**src/rtl/alarm_arm_pkg.sv**
```systemverilog
package alarm_arm_pkg;
   localparam int unsigned ST_W = 2;

   typedef enum logic [ST_W-1:0] {
      ST_DISARMED = 2'b00,
      ST_WATCHING = 2'b01,
      ST_ONE_MISS = 2'b10,
      ST_TRIPPED  = 2'b11
   } arm_state_e;
endpackage

```
**src/rtl/alarm_next_state.sv**
```systemverilog
module alarm_next_state
   import alarm_arm_pkg::*;
(
   input  arm_state_e cur_i,
   input  logic       enter_i,
   input  logic       code_ok_i,
   output arm_state_e nxt_o
);
   always_comb begin
      nxt_o = cur_i;
      if (enter_i) begin
         unique case (cur_i)
            ST_DISARMED: nxt_o = code_ok_i ? ST_WATCHING : ST_DISARMED;
            ST_WATCHING: nxt_o = code_ok_i ? ST_DISARMED : ST_ONE_MISS;
            ST_ONE_MISS: nxt_o = code_ok_i ? ST_DISARMED : ST_TRIPPED;
            ST_TRIPPED:  nxt_o = ST_TRIPPED;
            default:     nxt_o = ST_DISARMED;
         endcase
      end
   end
endmodule

```
**src/rtl/alarm_out_decode.sv**
```systemverilog
module alarm_out_decode
   import alarm_arm_pkg::*;
(
   input  arm_state_e st_i,
   output logic       alarm_o
);
   always_comb alarm_o = (st_i == ST_TRIPPED);
endmodule

```
**src/rtl/alarm_arm_ctrl.sv**
```systemverilog
module alarm_arm_ctrl
   import alarm_arm_pkg::*;
#(
   parameter int unsigned STATE_BITS = 2
)(
   input  logic clk,
   input  logic rst,
   input  logic enter_i,
   input  logic code_ok_i,
   output logic alarm_o
);
   localparam int unsigned N_STATES = 1 << STATE_BITS;

   generate
      if (STATE_BITS != ST_W || N_STATES != 4) begin : g_bad_width
         $error("alarm_arm_ctrl: STATE_BITS must be 2");
      end
   endgenerate

   arm_state_e st_q, st_d;

   alarm_next_state u_next (
      .cur_i     (st_q),
      .enter_i   (enter_i),
      .code_ok_i (code_ok_i),
      .nxt_o     (st_d)
   );

   always_ff @(posedge clk) begin
      if (rst) st_q <= ST_DISARMED;
      else     st_q <= st_d;
   end

   alarm_out_decode u_dec (
      .st_i    (st_q),
      .alarm_o (alarm_o)
   );

   assert_reset_disarms_R1: assert property (@(posedge clk)
      rst |=> (st_q == ST_DISARMED && !alarm_o));

   assert_arm_R2: assert property (@(posedge clk) disable iff (rst)
      (st_q == ST_DISARMED && enter_i && code_ok_i) |=> (st_q == ST_WATCHING));

   assert_second_miss_trips_R5: assert property (@(posedge clk) disable iff (rst)
      (st_q == ST_ONE_MISS && enter_i && !code_ok_i) |=> alarm_o);

   assert_tripped_absorbs_R7: assert property (@(posedge clk) disable iff (rst)
      (st_q == ST_TRIPPED) |=> (st_q == ST_TRIPPED));

   assert_idle_holds_R8: assert property (@(posedge clk) disable iff (rst)
      !enter_i |=> $stable(st_q));

   assert_alarm_rise_R9: assert property (@(posedge clk) disable iff (rst)
      $rose(alarm_o) |-> ($past(st_q) == ST_ONE_MISS));
endmodule

```
**config.mk**
```make
export PLATFORM = sky130hd
export DESIGN_NAME = alarm_arm_ctrl
export DESIGN_NICKNAME = d
export VERILOG_FILES = /design/src/rtl/alarm_arm_pkg.sv /design/src/rtl/alarm_next_state.sv /design/src/rtl/alarm_out_decode.sv /design/src/rtl/alarm_arm_ctrl.sv
export SDC_FILE = /design/constraint.sdc
export NUM_CORES = 1
export LEC_CHECK = 0
export BUFFER_PORTS_ARGS = -buffer_cell sky130_fd_sc_hd__buf_2
export CAP_MARGIN = 30
export CORE_AREA = 3 3 40 42
export DETAILED_ROUTE_END_ITERATION = 16
export DIE_AREA = 0 0 43 45
export PLACE_DENSITY = 0.35
export SYNTH_ARGS = -nofsm -noshare
export SYNTH_HDL_FRONTEND = slang
export SYNTH_SLANG_ARGS = --single-unit
```
**constraint.sdc**
```tcl
create_clock -name clk -period 0.8 [get_ports clk]
set_input_delay 0.04 -clock clk [delete_from_list [all_inputs] [get_ports clk]]
set_output_delay 0.04 -clock clk [all_outputs]
set_load 0.01 [all_outputs]
```
Word-level counts from Yosys, hierarchy flattened
Index checks and enable logic that the tools add are counted.
- output and inout port bits: 1
- register bits after elaboration: 2
- input port bits: 4
- logic and storage cells: 9
- muxes and demuxes: 4
- reduce and logical (&&, ||, !) cells: 1
- equality and inequality tests: 3
- operator list (operator ; count):
    $pmux W2 S4 ; 1
    $eq A2 B2 Y1 const B ; 2
    $mux W2 ; 2
    $eq A2 B1 Y1 const B ; 1
    $logic_not A2 Y1 ; 1
    $mux W1 ; 1

Depth between registers and ports, before layout
- depth after elaboration: 2
- depth in mapped cells: 3

By module
Synthesis repeated with hierarchy kept, for this count alone.
- cells, all modules: 14
- area total of the unflattened synthesis: 105.1 µm²
- modules (own cells, without submodules) (module ; sequential area each (µm²) ; cells each ; area an instance (µm²) ; times used):
    alarm_arm_ctrl ; 40.0 ; 4 ; 52.6 ; 1
    alarm_next_state ; 0.0 ; 9 ; 46.3 ; 1
    alarm_out_decode ; 0.0 ; 1 ; 6.3 ; 1

Worst setup path before layout
Ideal clock, no wire load.
- path kind: register to register
- start: register st_q[1]
- end: register st_q[0]
- arrival: 0.801 ns
- path slack: -0.075 ns
- period minus slack after synthesis: 0.875 ns
- buffers on the path: 0
- library setup time: 0.074 ns
- stages on the path, launching flop included: 3
- cell sequence: dfxtp_1 > or3_1 > a31oi_1
- word-level cells in the longest chain between the ends: 2
- elaborated cells between the ends (all ways): 5
- those cells by class: eq/ne: 3; mux: 1; reduce/logical: 1
- RTL lines (element ; line ; text):
    start: declaration ; alarm_arm_ctrl.sv:20 ; arm_state_e st_q, st_d;
    start signal: assignment ; alarm_arm_ctrl.sv:31 ; else st_q <= st_d;
    $eq A2 B2 Y1 (tied with other cells) ; alarm_next_state.sv:12 ; unique case (cur_i)
    $pmux W2 S4 * ; alarm_next_state.sv:12 ;
Every way passes the cells marked *; elsewhere a longest branch is shown, timed or not.
A chain may end at the register's enable or synchronous reset.

Worst setup path after layout
- start: register st_q[0]
- end: output alarm_o
- word-level cells in the longest chain between the ends: 1
- RTL lines (element ; line ; text):
    $eq A2 B2 Y1 ; alarm_out_decode.sv:7 ; always_comb alarm_o = (st_i == ST_TRIPPED);
    end: declaration ; alarm_arm_ctrl.sv:10 ; output logic alarm_o
No other way between the ends.

==> results.toml <==
[drt]
vias = 122
wl_um = 325
dr.first_iter.drc_count = 0
wl_per_cell_um = 8.78
ant_nets = 0
viasPerCell = 3.30
drc = 0
first_pass_iters = 1

[synthesis]
synth-compound-area-share = 0.227
synth_warnings = 0
synthMuxAreaShare = 0
synth_area_um2 = 93.8
synthAdderAreaFrac = 0
yosysUniqueCellTypes = 9
synthXorXnorAreaFrac = 0
synthTopCellsByArea = "dfxtp_1 43%, o21ai_0 11%, nand2_1 8.0%, a31oi_1 6.7%, and2_1 6.7%"
post-synth-top-area-cell = "dfxtp_1"
netlist_instances = 12
synth_top_area_share = 0.427
synth_simple_gate_area_frac = 0.347
syn-num-nets = 16
seq_area_frac_synth = 0.427
synth.ff_latch_count = 2
synth_top_family_by_area = "simple AND/OR/NAND/NOR gates"
avgSynthCellArea_um2 = 7.82

[timing]
relSlewSlack = 0.868
period_share = 1.15
setup_viol = 2
whs_ps = 126
rsz0062_at_grt = "true"
drv_slew = 0
tightest_slew_ps = 198
period_minus_slack_ps = 922
fmaxAchievable_ghz = 1.08
worst_slack_ps = -122
tns_ps = -232
finalHoldViolCount = 0
skew_ps = 0.834

[floorplanning]
num_io_pins = 5
initial_core_util = 0.0730
die_y_um = 45
coreArea_mm2 = 0.00128
die_w_um = 43
dieArea_mm2 = 0.00194
num_rows = 13

[clocking]
numCtsBuffers = 3
clockBufferDepth = 2
root_buffer = "clkbuf_4"
clk_pin_slew_worst_paths_ps = 30
cts.htree.levels = 1
insertion_delay_ps = 220
clock_sinks = 2
cts_tree = "built"

[cells_and_area]
largest-register = "st_q"
num-fill-cells = 146
antenna_cells = 0
nets = 28
largest_register_ffs = 2
layout-drive-gt1-share = 0.636
fin_cells = 37
synthToLayoutAreaGrowth_pct = 121
reg_top3 = "st_q x2"
final_util = 0.162

[grt]
antenna_found_initial = 0
gr-total-overflow = 0
grt_max_degree = 6
grtUsageTotal = 0.0499
grt_pass1_wl_um = 572
grt_pass1_vias = 145

[run_status]
violations = "setup timing"
outcome = "finished with violations"

[power]
pwr-share-clk = 0.585
power.density_mw_per_mm2 = 1830
p_sw_w = 0.0000785
vdd_drop_max_mv = 0.589
seqPwrFrac = 0.290
p_sw_frac = 0.206
leakagePower_nw = 0.0822
power.internal_w = 0.000302
power_frac_comb = 0.125

[worst_setup_path]
cpPeakStageDelay_ps = 310
ff2ff_setup_slack_ps = -110
cp_num_buf_inv = 2
worst_ep_arrival_time_ps = 880
cpLargestDelayFamily = "flip-flops"
cp-end-kind = "output port"
crit_type = "reg2out"
cpMostUsedCell = "buf_6"
critical_path.max_fanout = 3
cp-start-kind = "register"
crit_chain = "buf_6, and2_4, buf_6"
cp.required_ps = 760
critical-path-slowest-cell = "dfxtp_2"

[run]
drv_cap = 0

[placed_design]
dp.cells = 32
portBuffers = 4
dp_slack_ps = -80.7

[min_path]
hold_class = "in2reg"
-- what timing repair did --
item	CTS	global route
buffers inserted	1	0
setup endpoints to repair	2	3
hold buffers	1	0
pin swaps	1	2
hold endpoints to repair	2	0
resized for setup	2	7
-- final timing paths --
kind,start,endpoint,cells after the start
max,st_q[0],alarm_o,3
min,enter_i,st_q[0],3
max reg2reg,st_q[0],st_q[0],2
min reg2reg,st_q[1],st_q[1],2
-- power groups by stage --
stage | sequential (W) | clock [W] | combinational (W)
2_1_floorplan | 0.000110 | 0 | 0.0000110
3_3_place_gp | 0.000109 | 0 | 0.0000258
3_5_place_dp | 0.000109 | 0 | 0.0000296
4_1_cts | 0.000109 | 0.000239 | 0.0000394
5_1_grt | 0.000111 | 0.000257 | 0.0000516
6_report | 0.000110 | 0.000223 | 0.0000477
-- routing by layer --
metal	up-vias	routed length, um	global-route usage	part of all wire
li1	62	-	-	-
met2	5	203	0.0689	0.62
met3	0	16	0.0359	0.049
met4	0	0	0.0723	0
met1	55	105	0.0384	0.32
met5	-	0	0	0
-- worst register-to-register path, cell delays in order, from the launching register on --
cell,delay [ps]
dfxtp_2,310
or3_4,350
a31oi_1,160
-- metrics by stage --
step | power, W | cell area [um2]
floorplan | 0.000121 | 95.1
global placement | 0.000135 | 141
detailed placement | 0.000139 | 141
CTS | 0.000388 | 186
global route | 0.000419 | 208
finish | 0.000381 | 208
-- area by class of cell --
class | instances | area, um2 | share of cell area
sequential | 2 | 42.5 | 0.205
tap | 15 | 18.8 | 0.0904
timing repair buffer | 7 | 58.8 | 0.283
multi-input combinational | 10 | 65.1 | 0.313
clock buffer | 3 | 22.5 | 0.108
-- cells in the final DEF, fill, tap and decap left out, drive strengths merged --
cell,netlist,final
a31oi,1,1
or3,1,1
dfxtp,2,2
nor2b,1,1
and2,1,1
buf,0,6
nand2,2,2
dlygate4sd3,0,1
nand2b,1,1
clkbuf,0,3
a21oi,1,1
o21ai,2,2
-- synthesized netlist by cell type --
cell and count:
a21oi_1 1, a31oi_1 1, and2_1 1, dfxtp_1 2
nand2_1 2, nand2b_1 1, nor2b_1 1, o21ai_0 2
or3_1 1
-- kinds of logic after synthesis --
| kind of cell | after synthesis |
|---|---|
| simple gates | 6 |
| flops | 2 |
| compound gates | 4 |
(Power assumes the default switching activity.)
